### src/rtl/rs_pkg.sv
package rs_pkg;

   typedef enum logic {
      PICK_OLDEST      = 1'b0,
      PICK_LOWEST_SLOT = 1'b1
   } pick_policy_e;

   localparam int unsigned NUM_SRC = 2;

endpackage

### src/rtl/rs_operand.sv
module rs_operand #(
   parameter int unsigned TAG_W  = 5,
   parameter int unsigned DATA_W = 16
) (
   input  logic              clk,
   input  logic              rst_n,
   input  logic              load,
   input  logic              ld_rdy,
   input  logic [TAG_W-1:0]  ld_tag,
   input  logic [DATA_W-1:0] ld_data,
   input  logic              bc_valid,
   input  logic [TAG_W-1:0]  bc_tag,
   input  logic [DATA_W-1:0] bc_data,
   output logic              rdy,
   output logic [TAG_W-1:0]  tag,
   output logic [DATA_W-1:0] data
);

   logic hit_new;
   logic hit_held;

   assign hit_new  = bc_valid && !ld_rdy && (bc_tag == ld_tag);
   assign hit_held = bc_valid && !rdy && (bc_tag == tag);

   always_ff @(posedge clk) begin
      if (!rst_n) begin
         rdy  <= 1'b0;
         tag  <= '0;
         data <= '0;
      end else if (load) begin
         rdy  <= ld_rdy || hit_new;
         tag  <= ld_tag;
         data <= ld_rdy ? ld_data : (hit_new ? bc_data : '0);
      end else if (hit_held) begin
         rdy  <= 1'b1;
         data <= bc_data;
      end
   end

endmodule

### src/rtl/rs_entry.sv
module rs_entry #(
   parameter int unsigned OP_W   = 4,
   parameter int unsigned TAG_W  = 5,
   parameter int unsigned DATA_W = 16,
   parameter int unsigned AGE_W  = 2
) (
   input  logic                               clk,
   input  logic                               rst_n,
   input  logic                               load,
   input  logic                               kill,
   input  logic                               bump,
   input  logic [AGE_W-1:0]                   dec,
   input  logic                               ld_spec,
   input  logic [OP_W-1:0]                    ld_op,
   input  logic [TAG_W-1:0]                   ld_dst,
   input  logic [rs_pkg::NUM_SRC-1:0]         ld_rdy,
   input  logic [rs_pkg::NUM_SRC-1:0][TAG_W-1:0]  ld_tag,
   input  logic [rs_pkg::NUM_SRC-1:0][DATA_W-1:0] ld_data,
   input  logic                               bc_valid,
   input  logic [TAG_W-1:0]                   bc_tag,
   input  logic [DATA_W-1:0]                  bc_data,
   output logic                               valid,
   output logic                               spec,
   output logic                               ready,
   output logic [OP_W-1:0]                    op,
   output logic [TAG_W-1:0]                   dst,
   output logic [AGE_W-1:0]                   age,
   output logic [rs_pkg::NUM_SRC-1:0]         rdy,
   output logic [rs_pkg::NUM_SRC-1:0][TAG_W-1:0]  tag,
   output logic [rs_pkg::NUM_SRC-1:0][DATA_W-1:0] data
);

   for (genvar s = 0; s < rs_pkg::NUM_SRC; s++) begin : g_src
      rs_operand #(
         .TAG_W  (TAG_W),
         .DATA_W (DATA_W)
      ) u_opnd (
         .clk      (clk),
         .rst_n    (rst_n),
         .load     (load),
         .ld_rdy   (ld_rdy[s]),
         .ld_tag   (ld_tag[s]),
         .ld_data  (ld_data[s]),
         .bc_valid (bc_valid),
         .bc_tag   (bc_tag),
         .bc_data  (bc_data),
         .rdy      (rdy[s]),
         .tag      (tag[s]),
         .data     (data[s])
      );
   end

   assign ready = valid && (&rdy);

   always_ff @(posedge clk) begin
      if (!rst_n) begin
         valid <= 1'b0;
         spec  <= 1'b0;
         op    <= '0;
         dst   <= '0;
         age   <= '0;
      end else if (load) begin
         valid <= 1'b1;
         spec  <= ld_spec;
         op    <= ld_op;
         dst   <= ld_dst;
         age   <= '0;
      end else if (kill) begin
         valid <= 1'b0;
         spec  <= 1'b0;
      end else if (valid) begin
         age   <= age + AGE_W'(bump) - dec;
      end
   end

endmodule

### src/rtl/rs_select.sv
module rs_select #(
   parameter int unsigned          DEPTH = 4,
   parameter int unsigned          AGE_W = 2,
   parameter int unsigned          IDX_W = 2,
   parameter rs_pkg::pick_policy_e PICK  = rs_pkg::PICK_OLDEST
) (
   input  logic [DEPTH-1:0]            elig,
   input  logic [DEPTH-1:0][AGE_W-1:0] age,
   output logic [DEPTH-1:0]            grant,
   output logic                        any,
   output logic [IDX_W-1:0]            idx
);

   assign any   = |elig;
   assign grant = any ? (DEPTH'(1) << idx) : '0;

   if (PICK == rs_pkg::PICK_OLDEST) begin : g_oldest
      always_comb begin
         logic             found;
         logic [AGE_W-1:0] best;
         found = 1'b0;
         best  = '0;
         idx   = '0;
         for (int i = 0; i < DEPTH; i++) begin
            if (elig[i] && (!found || age[i] > best)) begin
               found = 1'b1;
               best  = age[i];
               idx   = IDX_W'(i);
            end
         end
      end
   end else begin : g_lowest
      always_comb begin
         idx = '0;
         for (int i = DEPTH - 1; i >= 0; i--) begin
            if (elig[i]) idx = IDX_W'(i);
         end
      end
   end

endmodule

### src/rtl/rs_wakeup_station.sv
module rs_wakeup_station
   import rs_pkg::*;
#(
   parameter int unsigned  DEPTH  = 4,
   parameter int unsigned  OP_W   = 4,
   parameter int unsigned  TAG_W  = 5,
   parameter int unsigned  DATA_W = 16,
   parameter pick_policy_e PICK   = PICK_OLDEST
) (
   input  logic              clk,
   input  logic              rst_n,
   input  logic              disp_valid,
   input  logic              disp_spec,
   input  logic [OP_W-1:0]   disp_op,
   input  logic [TAG_W-1:0]  disp_dst,
   input  logic              disp_a_rdy,
   input  logic [TAG_W-1:0]  disp_a_tag,
   input  logic [DATA_W-1:0] disp_a_data,
   input  logic              disp_b_rdy,
   input  logic [TAG_W-1:0]  disp_b_tag,
   input  logic [DATA_W-1:0] disp_b_data,
   output logic              full,
   input  logic              bc_valid,
   input  logic [TAG_W-1:0]  bc_tag,
   input  logic [DATA_W-1:0] bc_data,
   input  logic              flush,
   output logic              iss_valid,
   output logic [OP_W-1:0]   iss_op,
   output logic [TAG_W-1:0]  iss_dst,
   output logic [DATA_W-1:0] iss_a,
   output logic [DATA_W-1:0] iss_b
);

   localparam int unsigned AGE_W = $clog2(DEPTH);
   localparam int unsigned IDX_W = $clog2(DEPTH);

   if (DEPTH < 2) begin : g_chk_depth
      $error("rs_wakeup_station: DEPTH must be at least 2");
   end
   if (TAG_W < 1 || DATA_W < 1 || OP_W < 1) begin : g_chk_width
      $error("rs_wakeup_station: widths must be nonzero");
   end

   logic [DEPTH-1:0]                             ent_valid;
   logic [DEPTH-1:0]                             ent_spec;
   logic [DEPTH-1:0]                             ent_ready;
   logic [DEPTH-1:0]                             ent_load;
   logic [DEPTH-1:0]                             ent_kill;
   logic [DEPTH-1:0]                             ent_elig;
   logic [DEPTH-1:0]                             sel_grant;
   logic [DEPTH-1:0]                             free_vec;
   logic [DEPTH-1:0]                             free_oh;
   logic [DEPTH-1:0][NUM_SRC-1:0]                ent_rdy;
   logic [DEPTH-1:0][NUM_SRC-1:0][TAG_W-1:0]     ent_tag;
   logic [DEPTH-1:0][NUM_SRC-1:0][DATA_W-1:0]    ent_data;
   logic [DEPTH-1:0][OP_W-1:0]                   ent_op;
   logic [DEPTH-1:0][TAG_W-1:0]                  ent_dst;
   logic [DEPTH-1:0][AGE_W-1:0]                  ent_age;
   logic [IDX_W-1:0]                             sel_idx;
   logic                                         sel_any;
   logic                                         disp_take;
   logic [NUM_SRC-1:0]                           ld_rdy;
   logic [NUM_SRC-1:0][TAG_W-1:0]                ld_tag;
   logic [NUM_SRC-1:0][DATA_W-1:0]               ld_data;

   // slot allocation: lowest free index
   assign full      = &ent_valid;
   assign free_vec  = ~ent_valid;
   assign free_oh   = free_vec & (~free_vec + DEPTH'(1));
   assign disp_take = disp_valid && !full && !(flush && disp_spec);
   assign ent_load  = disp_take ? free_oh : '0;

   assign ld_rdy  = {disp_b_rdy, disp_a_rdy};
   assign ld_tag  = {disp_b_tag, disp_a_tag};
   assign ld_data = {disp_b_data, disp_a_data};

   for (genvar i = 0; i < DEPTH; i++) begin : g_slot
      logic [AGE_W-1:0] dec;

      assign ent_elig[i] = ent_ready[i] && !(flush && ent_spec[i]);
      assign ent_kill[i] = sel_grant[i] || (flush && ent_valid[i] && ent_spec[i]);

      // count departing entries younger than this one to keep ages compact
      always_comb begin
         dec = '0;
         for (int j = 0; j < DEPTH; j++) begin
            if (ent_kill[j] && ent_valid[j] && (ent_age[j] < ent_age[i]))
               dec = dec + AGE_W'(1);
         end
      end

      rs_entry #(
         .OP_W   (OP_W),
         .TAG_W  (TAG_W),
         .DATA_W (DATA_W),
         .AGE_W  (AGE_W)
      ) u_ent (
         .clk      (clk),
         .rst_n    (rst_n),
         .load     (ent_load[i]),
         .kill     (ent_kill[i]),
         .bump     (disp_take),
         .dec      (dec),
         .ld_spec  (disp_spec),
         .ld_op    (disp_op),
         .ld_dst   (disp_dst),
         .ld_rdy   (ld_rdy),
         .ld_tag   (ld_tag),
         .ld_data  (ld_data),
         .bc_valid (bc_valid),
         .bc_tag   (bc_tag),
         .bc_data  (bc_data),
         .valid    (ent_valid[i]),
         .spec     (ent_spec[i]),
         .ready    (ent_ready[i]),
         .op       (ent_op[i]),
         .dst      (ent_dst[i]),
         .age      (ent_age[i]),
         .rdy      (ent_rdy[i]),
         .tag      (ent_tag[i]),
         .data     (ent_data[i])
      );
   end

   rs_select #(
      .DEPTH (DEPTH),
      .AGE_W (AGE_W),
      .IDX_W (IDX_W),
      .PICK  (PICK)
   ) u_sel (
      .elig  (ent_elig),
      .age   (ent_age),
      .grant (sel_grant),
      .any   (sel_any),
      .idx   (sel_idx)
   );

   assign iss_valid = sel_any;
   assign iss_op    = ent_op[sel_idx];
   assign iss_dst   = ent_dst[sel_idx];
   assign iss_a     = ent_data[sel_idx][0];
   assign iss_b     = ent_data[sel_idx][1];

endmodule

### config.mk
export PLATFORM = sky130hd
export DESIGN_NAME = rs_wakeup_station
export DESIGN_NICKNAME = d
export VERILOG_FILES = /design/src/rtl/rs_pkg.sv /design/src/rtl/rs_operand.sv /design/src/rtl/rs_entry.sv /design/src/rtl/rs_select.sv /design/src/rtl/rs_wakeup_station.sv
export SDC_FILE = /design/constraint.sdc
export NUM_CORES = 1
export LEC_CHECK = 0
export BUFFER_PORTS_ARGS = -buffer_cell sky130_fd_sc_hd__buf_2
export CORE_ASPECT_RATIO = 1.75
export CORE_MARGIN = 4
export CORE_UTILIZATION = 60
export DETAILED_ROUTE_END_ITERATION = 16
export PLACE_DENSITY_LB_ADDON = 0.25
export RECOVER_POWER = 50
export SLEW_MARGIN = 20
export SYNTH_ARGS = -nofsm -noshare
export SYNTH_HDL_FRONTEND = slang
export SYNTH_HIERARCHICAL = 1
export SYNTH_SLANG_ARGS = --single-unit
### constraint.sdc
create_clock -name clk -period 7.8 [get_ports clk]
set_clock_uncertainty 0.1 [all_clocks]
set_input_delay 0.39 -clock clk [delete_from_list [all_inputs] [get_ports clk]]
set_output_delay 0.39 -clock clk [all_outputs]
set_load 0.02 [all_outputs]
==> flow_summary.json, run 1 <==
{
  "numCtsBuffers": 23,
  "critPathLaunchType": "register",
  "grt.overflow.total": 0,
  "ys_warn_count": 6,
  "num_antenna_cells": 0,
  "dr.pass1.iters": 5,
  "post_route_cells_drive_above_1_share_pct": 18.94,
  "grt_use_total_pct": 29.29,
  "cts_num_sinks": 228,
  "finalCritPeriodShare_pct": 89.35,
  "worstSkewPairLatency_ps": 520,
  "final-setup-viol-count": 0,
  "die_area_um2": 26150,
  "vias_per_cell": 6.358,
  "ys_async_sr_fraction_pct": 0,
  "nets": 1586,
  "postCtsSetupBuffers": 0,
  "critical_path_arrival_ps": 6480,
  "ctsResizeCount": 0,
  "tritoncts": "yes",
  "floorplan.initialDensity_pct": 60.76,
  "cts.hold.buffers_added": 0,
  "vias": 11400,
  "grt_setup_unrepaired": "false",
  "dieHeight_um": 210.9,
  "relSlewSlack_pct": -189.5,
  "worst_ep_required_time_ps": 7310,
  "worst_hold_path_type": "in -> reg",
  "ys_seq_elements": 228,
  "drv_cap": 7,
  "violations": "max-capacitance violations, max-slew violations",
  "power_per_cell_area_nw_per_um2": 182.5,
  "critical_path.slowest_cell": "o21ai_0",
  "cp_common_cell": "ha_1",
  "syn-mean-instance-area_um2": 10.09,
  "port_buffers": 122,
  "crit_path_end_kind": "output port",
  "dp_hpwl_mm": 25.44,
  "setup_tns_ps": 0,
  "dpl_cell_area_um2": 14740,
  "fin_crit_ps": 6969,
  "placed_cells_incl_taps": 1751,
  "final_area_um2": 15470,
  "finished_layout_cells": 1793,
  "synthCells": 1400,
  "routed_wirelength_mm": 38.89,
  "h_tree_depth": 1,
  "dieWidth_um": 124.0,
  "drt-wirelength-per-cell_um": 21.69,
  "achievable-frequency_mhz": 143.5,
  "critical_path_peak_fanout": 26,
  "grt_pass1_wl_mm": 60.57,
  "synth.cell_area_um2": 14120,
  "post-route-drc-count": 0,
  "critical-path-max-stage-delay_ps": 560,
  "ir_worst_vdd_mv": 0.1655,
  "drt_first_iter_violations": 703,
  "area_growth_syn_to_layout_pct": 9.543,
  "timing_max_transition_violations_final": 536,
  "synth-seq-area-share_pct": 32.33,
  "status": "finished, violations left",
  "final_antenna_net_count": 0,
  "cp_cell_sequence": "and3_1 > and2b_1 > and2_0 > ha_1 > and3_2 > a211oi_2 > a32oi_1 > ha_1 > nor2b_1 > a2bb2oi_1 > o21a_1 > mux2_2 > ha_1 > nor2b_1 > a2bb2oi_1 > o21ai_0 > nand2b_2 > buf_4 > mux4_2 > buf_2",
  "core_footprint_um2": 23240,
  "grt_antenna_before_repair": 2,
  "grt_max_degree": 140,
  "floorplan.rows": 74,
  "finalWeightedCongestion": 0.8626,
  "root_buffer": "clkbuf_16",
  "ios": 123,
  "syn_nets": 1514,
  "worst_pin_slew_ps": 4343,
  "ys_dominant_reg_cell": "dfxtp_1",
  "ys_types": 62,
  "grt_pass1_vias": 11320,
  "synth_edf_count": 0,
  "clkTransAtPathRegs_ps": 60,
  "power.static_leakage_uw": 0.007072,
  "worstSetupPathType": "reg -> out",
  "finalHoldViolCount": 0,
  "cts.path.max_buffers": 3
}
[worst paths after layout]
| kind | start | endpoint | slack, ps | cells after the start |
|---|---|---|---|---|
| worst max-delay path | g_slot[0].u_ent/valid | iss_a[15] | 830 | 20 |
| worst min-delay path | disp_dst[2] | g_slot[1].u_ent/dst[2] | 80 | 3 |
| worst max register to register | g_slot[0].u_ent/valid | g_slot[3].u_ent/age[1] | 860 | 26 |
| worst min register to register | g_slot[0].u_ent/g_src[1].u_opnd/data[5] | g_slot[0].u_ent/g_src[1].u_opnd/data[5] | 390 | 1 |
[Yosys cell counts, types with 28 or more instances]
cell type  number  area, µm²
a211o_1        83      727.0
a21oi_1        92      460.4
a221o_1        49      490.5
and3_1         52      325.3
clkbuf_1       28      105.1
dfxtp_1       228       4564
ha_1           34      425.4
inv_1          29      108.9
mux2i_1        84      840.8
mux4_2         41      923.4
nand2_1        88      330.3
nor2_1         84      315.3
nor2b_1        95      594.3
o211a_1        80      800.8
xnor2_1        35      306.5
xor2_1         49      429.2
[placed cells by master, fill, tap and decap left out, drive strengths merged, types with 9 or more instances in the layout]
| cell type | n |
|---|---|
| a22o | 9 |
| o211a | 80 |
| nor2 | 84 |
| nand2b | 14 |
| ha | 34 |
| buf | 123 |
| inv | 30 |
| nor2b | 103 |
| a21oi | 101 |
| a221o | 49 |
| and3 | 53 |
| nor3b | 21 |
| mux2i | 84 |
| a211o | 83 |
| xor2 | 49 |
| xnor2 | 35 |
| and2 | 29 |
| nor4b | 9 |
| nand2 | 88 |
| and2b | 9 |
| mux4 | 41 |
| dfxtp | 228 |
| clkbuf | 44 |
[layout make-up]
type | count | area (µm²)
multi-input combinational | 1057 | 8921
fill | 1902 | 7772
sequential | 228 | 4564
clock buffer | 34 | 696.9
timing repair buffer | 133 | 676.9
tap | 304 | 380.4
clock inverter | 8 | 118.9
inverter | 29 | 108.9
[stage by stage]
step           worst slack (ps)  total power, µW  util, %  hold WS [ps]
5_1_grt                   540.8             2922    66.56         91.88
3_5_place_dp              839.5             1648    63.42         367.3
4_1_cts                   838.4             2834    66.93         65.46
3_3_place_gp               1121             1638    63.42         362.4
2_1_floorplan              1539             1508        -         350.2
6_report                  831.1             2822    66.56         81.06
[where the power goes]
group / switching, µW / internal [µW] / total, µW
registers: 24.4 / 1210 / 1230
logic: 241 / 162 / 403
clock network: 472 / 717 / 1190
total: 737 / 2080 / 2820
[critical path: cells and delay by family, from the launching register on]
family	cells	cell delay, ps
flops	1	460
compound gates	6	1640
mux	2	760
simple gates	7	1580
fa+ha+maj	3	870
buf+inv	2	600
[layer usage]
metal  wire length [µm]  GRT usage [%]
met3               2176          3.483
met4               2248          16.15
met5                 21              0
met1              14740          33.86
met2              19710          51.60
[cell families (layout without fill, tap and decap cells)]
group	Yosys count	count (layout)	synth area share, %
AOI/OAI and AO/OA	362	362	21.69
xor gates and xnor gates	88	88	5.884
adders and majority gates	34	34	3.013
buffers and inverters	115	204	4.386
DFF	228	228	32.33
muxes	127	127	12.65
and+or+nand+nor	446	446	20.04
[state kept, by name (all words and copies together) (netlist names)]
name	cells
g_slot.u_ent/age	8
g_slot.u_ent/dst	20
g_slot.u_ent/g_src.u_opnd/data	128
g_slot.u_ent/g_src.u_opnd/rdy	8
g_slot.u_ent/g_src.u_opnd/tag	40
g_slot.u_ent/op	16
g_slot.u_ent/spec	4
g_slot.u_ent/valid	4
Power figures use the tool's default switching activity.
==> inputs of run 2 (changes only) <==
--- a/config.mk
+++ b/config.mk
@@ -10,6 +10,7 @@
 export CORE_MARGIN = 4
 export CORE_UTILIZATION = 60
 export DETAILED_ROUTE_END_ITERATION = 16
+export GPL_TIMING_DRIVEN = 0
 export PLACE_DENSITY_LB_ADDON = 0.25
 export RECOVER_POWER = 50
 export SLEW_MARGIN = 20
==> run 2 against run 1 <==
  * The run now ends clean
  * Fmax is 0.88% lower
  * Combinational power increased by 4%
  * Largest cell class unchanged
  * Critical path type is now reg -> reg
  * Global-route usage is 3.4 points higher
  * Sequential cell count is the same
  * Critical endpoint is now g_slot[3].u_ent/age[1]
  * Clock-buffer cell count down 1
==> flow_summary.json, run 2 (synthesized netlist as in run 1, its figures left out) <==
{
  "status": "finished clean",
  "final-setup-viol-count": 0,
  "finalHoldViolCount": 0,
  "routed_wirelength_mm": 43.32,
  "top_regs": "g_slot.u_ent/g_src.u_opnd/data: 128 flops, g_slot.u_ent/g_src.u_opnd/tag: 40 flops, g_slot.u_ent/dst: 20 flops",
  "critical_path.slowest_cell": "a2111oi_0",
  "root_buffer": "clkbuf_16",
  "achievable-frequency_mhz": 142.2,
  "most-common-layout-cells": "dfxtp_1, buf_2, a21oi_1, nor2b_1, nand2_1",
  "grt.overflow.total": 0,
  "dieHeight_um": 210.9,
  "vias": 12240,
  "grt_max_degree": 69,
  "critPathLaunchType": "register",
  "fin_crit_ps": 7031,
  "cp_num_buf_inv": 1,
  "finalCritPeriodShare_pct": 90.14,
  "critical-path-max-stage-delay_ps": 850,
  "cts.path.max_buffers": 3,
  "cp_common_cell": "ha_1",
  "nFillCells": 1845,
  "floorplan.rows": 74,
  "power.static_leakage_uw": 0.007265,
  "vias_per_cell": 6.554,
  "grt_use_total_pct": 32.64,
  "crit_path_end_kind": "register",
  "core_footprint_um2": 23240,
  "power_per_cell_area_nw_per_um2": 177.4,
  "critical_path_arrival_ps": 7370,
  "cts.hold.buffers_added": 0,
  "num_antenna_cells": 0,
  "floorplan.initialDensity_pct": 60.76,
  "timing_max_transition_violations_final": 0,
  "setup_tns_ps": 0,
  "relSlewSlack_pct": 10.86,
  "h_tree_depth": 1,
  "dp_hpwl_mm": 31.33,
  "numCtsBuffers": 23,
  "setup_slack_placement_ps": 757.6,
  "dieWidth_um": 124.0,
  "area_growth_syn_to_layout_pct": 12.08,
  "drt_first_iter_violations": 908,
  "placed_cells_incl_taps": 1826,
  "grt_pass1_wl_mm": 66.18,
  "worst_hold_path_type": "in -> reg",
  "worst_pin_slew_ps": 1327,
  "max_flop_register": "g_slot.u_ent/g_src.u_opnd/data",
  "worstSetupPathType": "reg -> reg",
  "postCtsSetupBuffers": 0,
  "ios": 123,
  "worst_ep_required_time_ps": 8140,
  "critical_path_peak_fanout": 8,
  "drt-wirelength-per-cell_um": 23.21,
  "grt_setup_unrepaired": "false",
  "tritoncts": "yes",
  "drv_cap": 0,
  "max_reg_flops": 128,
  "die_area_um2": 26150,
  "layout_commonest_cell": "dfxtp_1",
  "clkTransAtPathRegs_ps": 70,
  "final_antenna_net_count": 0,
  "grt_antenna_before_repair": 0,
  "worstSkewPairLatency_ps": 540,
  "setup_ws_ps": 769.3,
  "port_buffers": 122,
  "cts_num_sinks": 228,
  "finished_layout_cells": 1867,
  "post_route_cells_drive_above_1_share_pct": 19.58,
  "ctsResizeCount": 0,
  "grt_pass1_vias": 12290,
  "dr.pass1.iters": 5,
  "crit_family": "compound AO/OA/AOI/OAI gates",
  "post-route-drc-count": 0,
  "ir_worst_vdd_mv": 0.1793,
  "finalWeightedCongestion": 0.9527,
  "nets": 1661
}
run 2: cell type report:
| cell class | instances | area [µm²] | area share [%] |
|---|---|---|---|
| tap | 304 | 380.4 | 2.404 |
| timing repair buffer | 122 | 609.3 | 3.850 |
| multi-input combinational | 1057 | 8921 | 56.37 |
| sequential | 228 | 4564 | 28.84 |
| clock inverter | 8 | 97.59 | 0.6167 |
| inverter | 29 | 108.9 | 0.6879 |
| clock buffer | 33 | 683.2 | 4.317 |
| buffer | 86 | 460.4 | 2.910 |
run 2: stage by stage:
stage          power [µW]  area, µm²  hold slack (ps)  util [%]
3_3_place_gp         1655      15110            363.0     65.02
5_1_grt              2892      15830            70.19     68.10
3_5_place_dp         1667      15120            371.6     65.06
4_1_cts              2807      15900            61.46     68.42
2_1_floorplan        1508      14120            350.2         -
6_report             2807      15830            64.28     68.10
run 2: power by group:
group          switching [µW]  internal [µW]
clock                     483            675
sequential               25.7           1210
combinational             256            162
total                     765           2040
run 2: worst paths after layout:
kind / cells past startpoint / endpoint / start / slack (ps)
worst max-delay path: 26 / g_slot[3].u_ent/age[1] / g_slot[0].u_ent/valid / 770
worst min-delay path: 3 / g_slot[2].u_ent/dst[2] / disp_dst[2] / 60
worst max register to register: 26 / g_slot[3].u_ent/age[1] / g_slot[0].u_ent/valid / 770
worst min register to register: 1 / g_slot[1].u_ent/g_src[0].u_opnd/data[5] / g_slot[1].u_ent/g_src[0].u_opnd/data[5] / 390
run 2: worst min-delay path, delay by kind of cell:
kind	cells	cell delay [ps]
multiplexers	1	70
buffers and inverters	1	110
AND/OR/NAND/NOR	1	90
run 2: metal layers:
layer	wire length [µm]	up-vias	part of all wire, %	GRT usage [%]
li1	-	5497	-	-
met1	15330	5894	35	35.53
met2	21910	654	51	57.17
met3	3123	192	7.2	4.823
met4	2962	0	6.8	22.24
met5	0	-	0	0
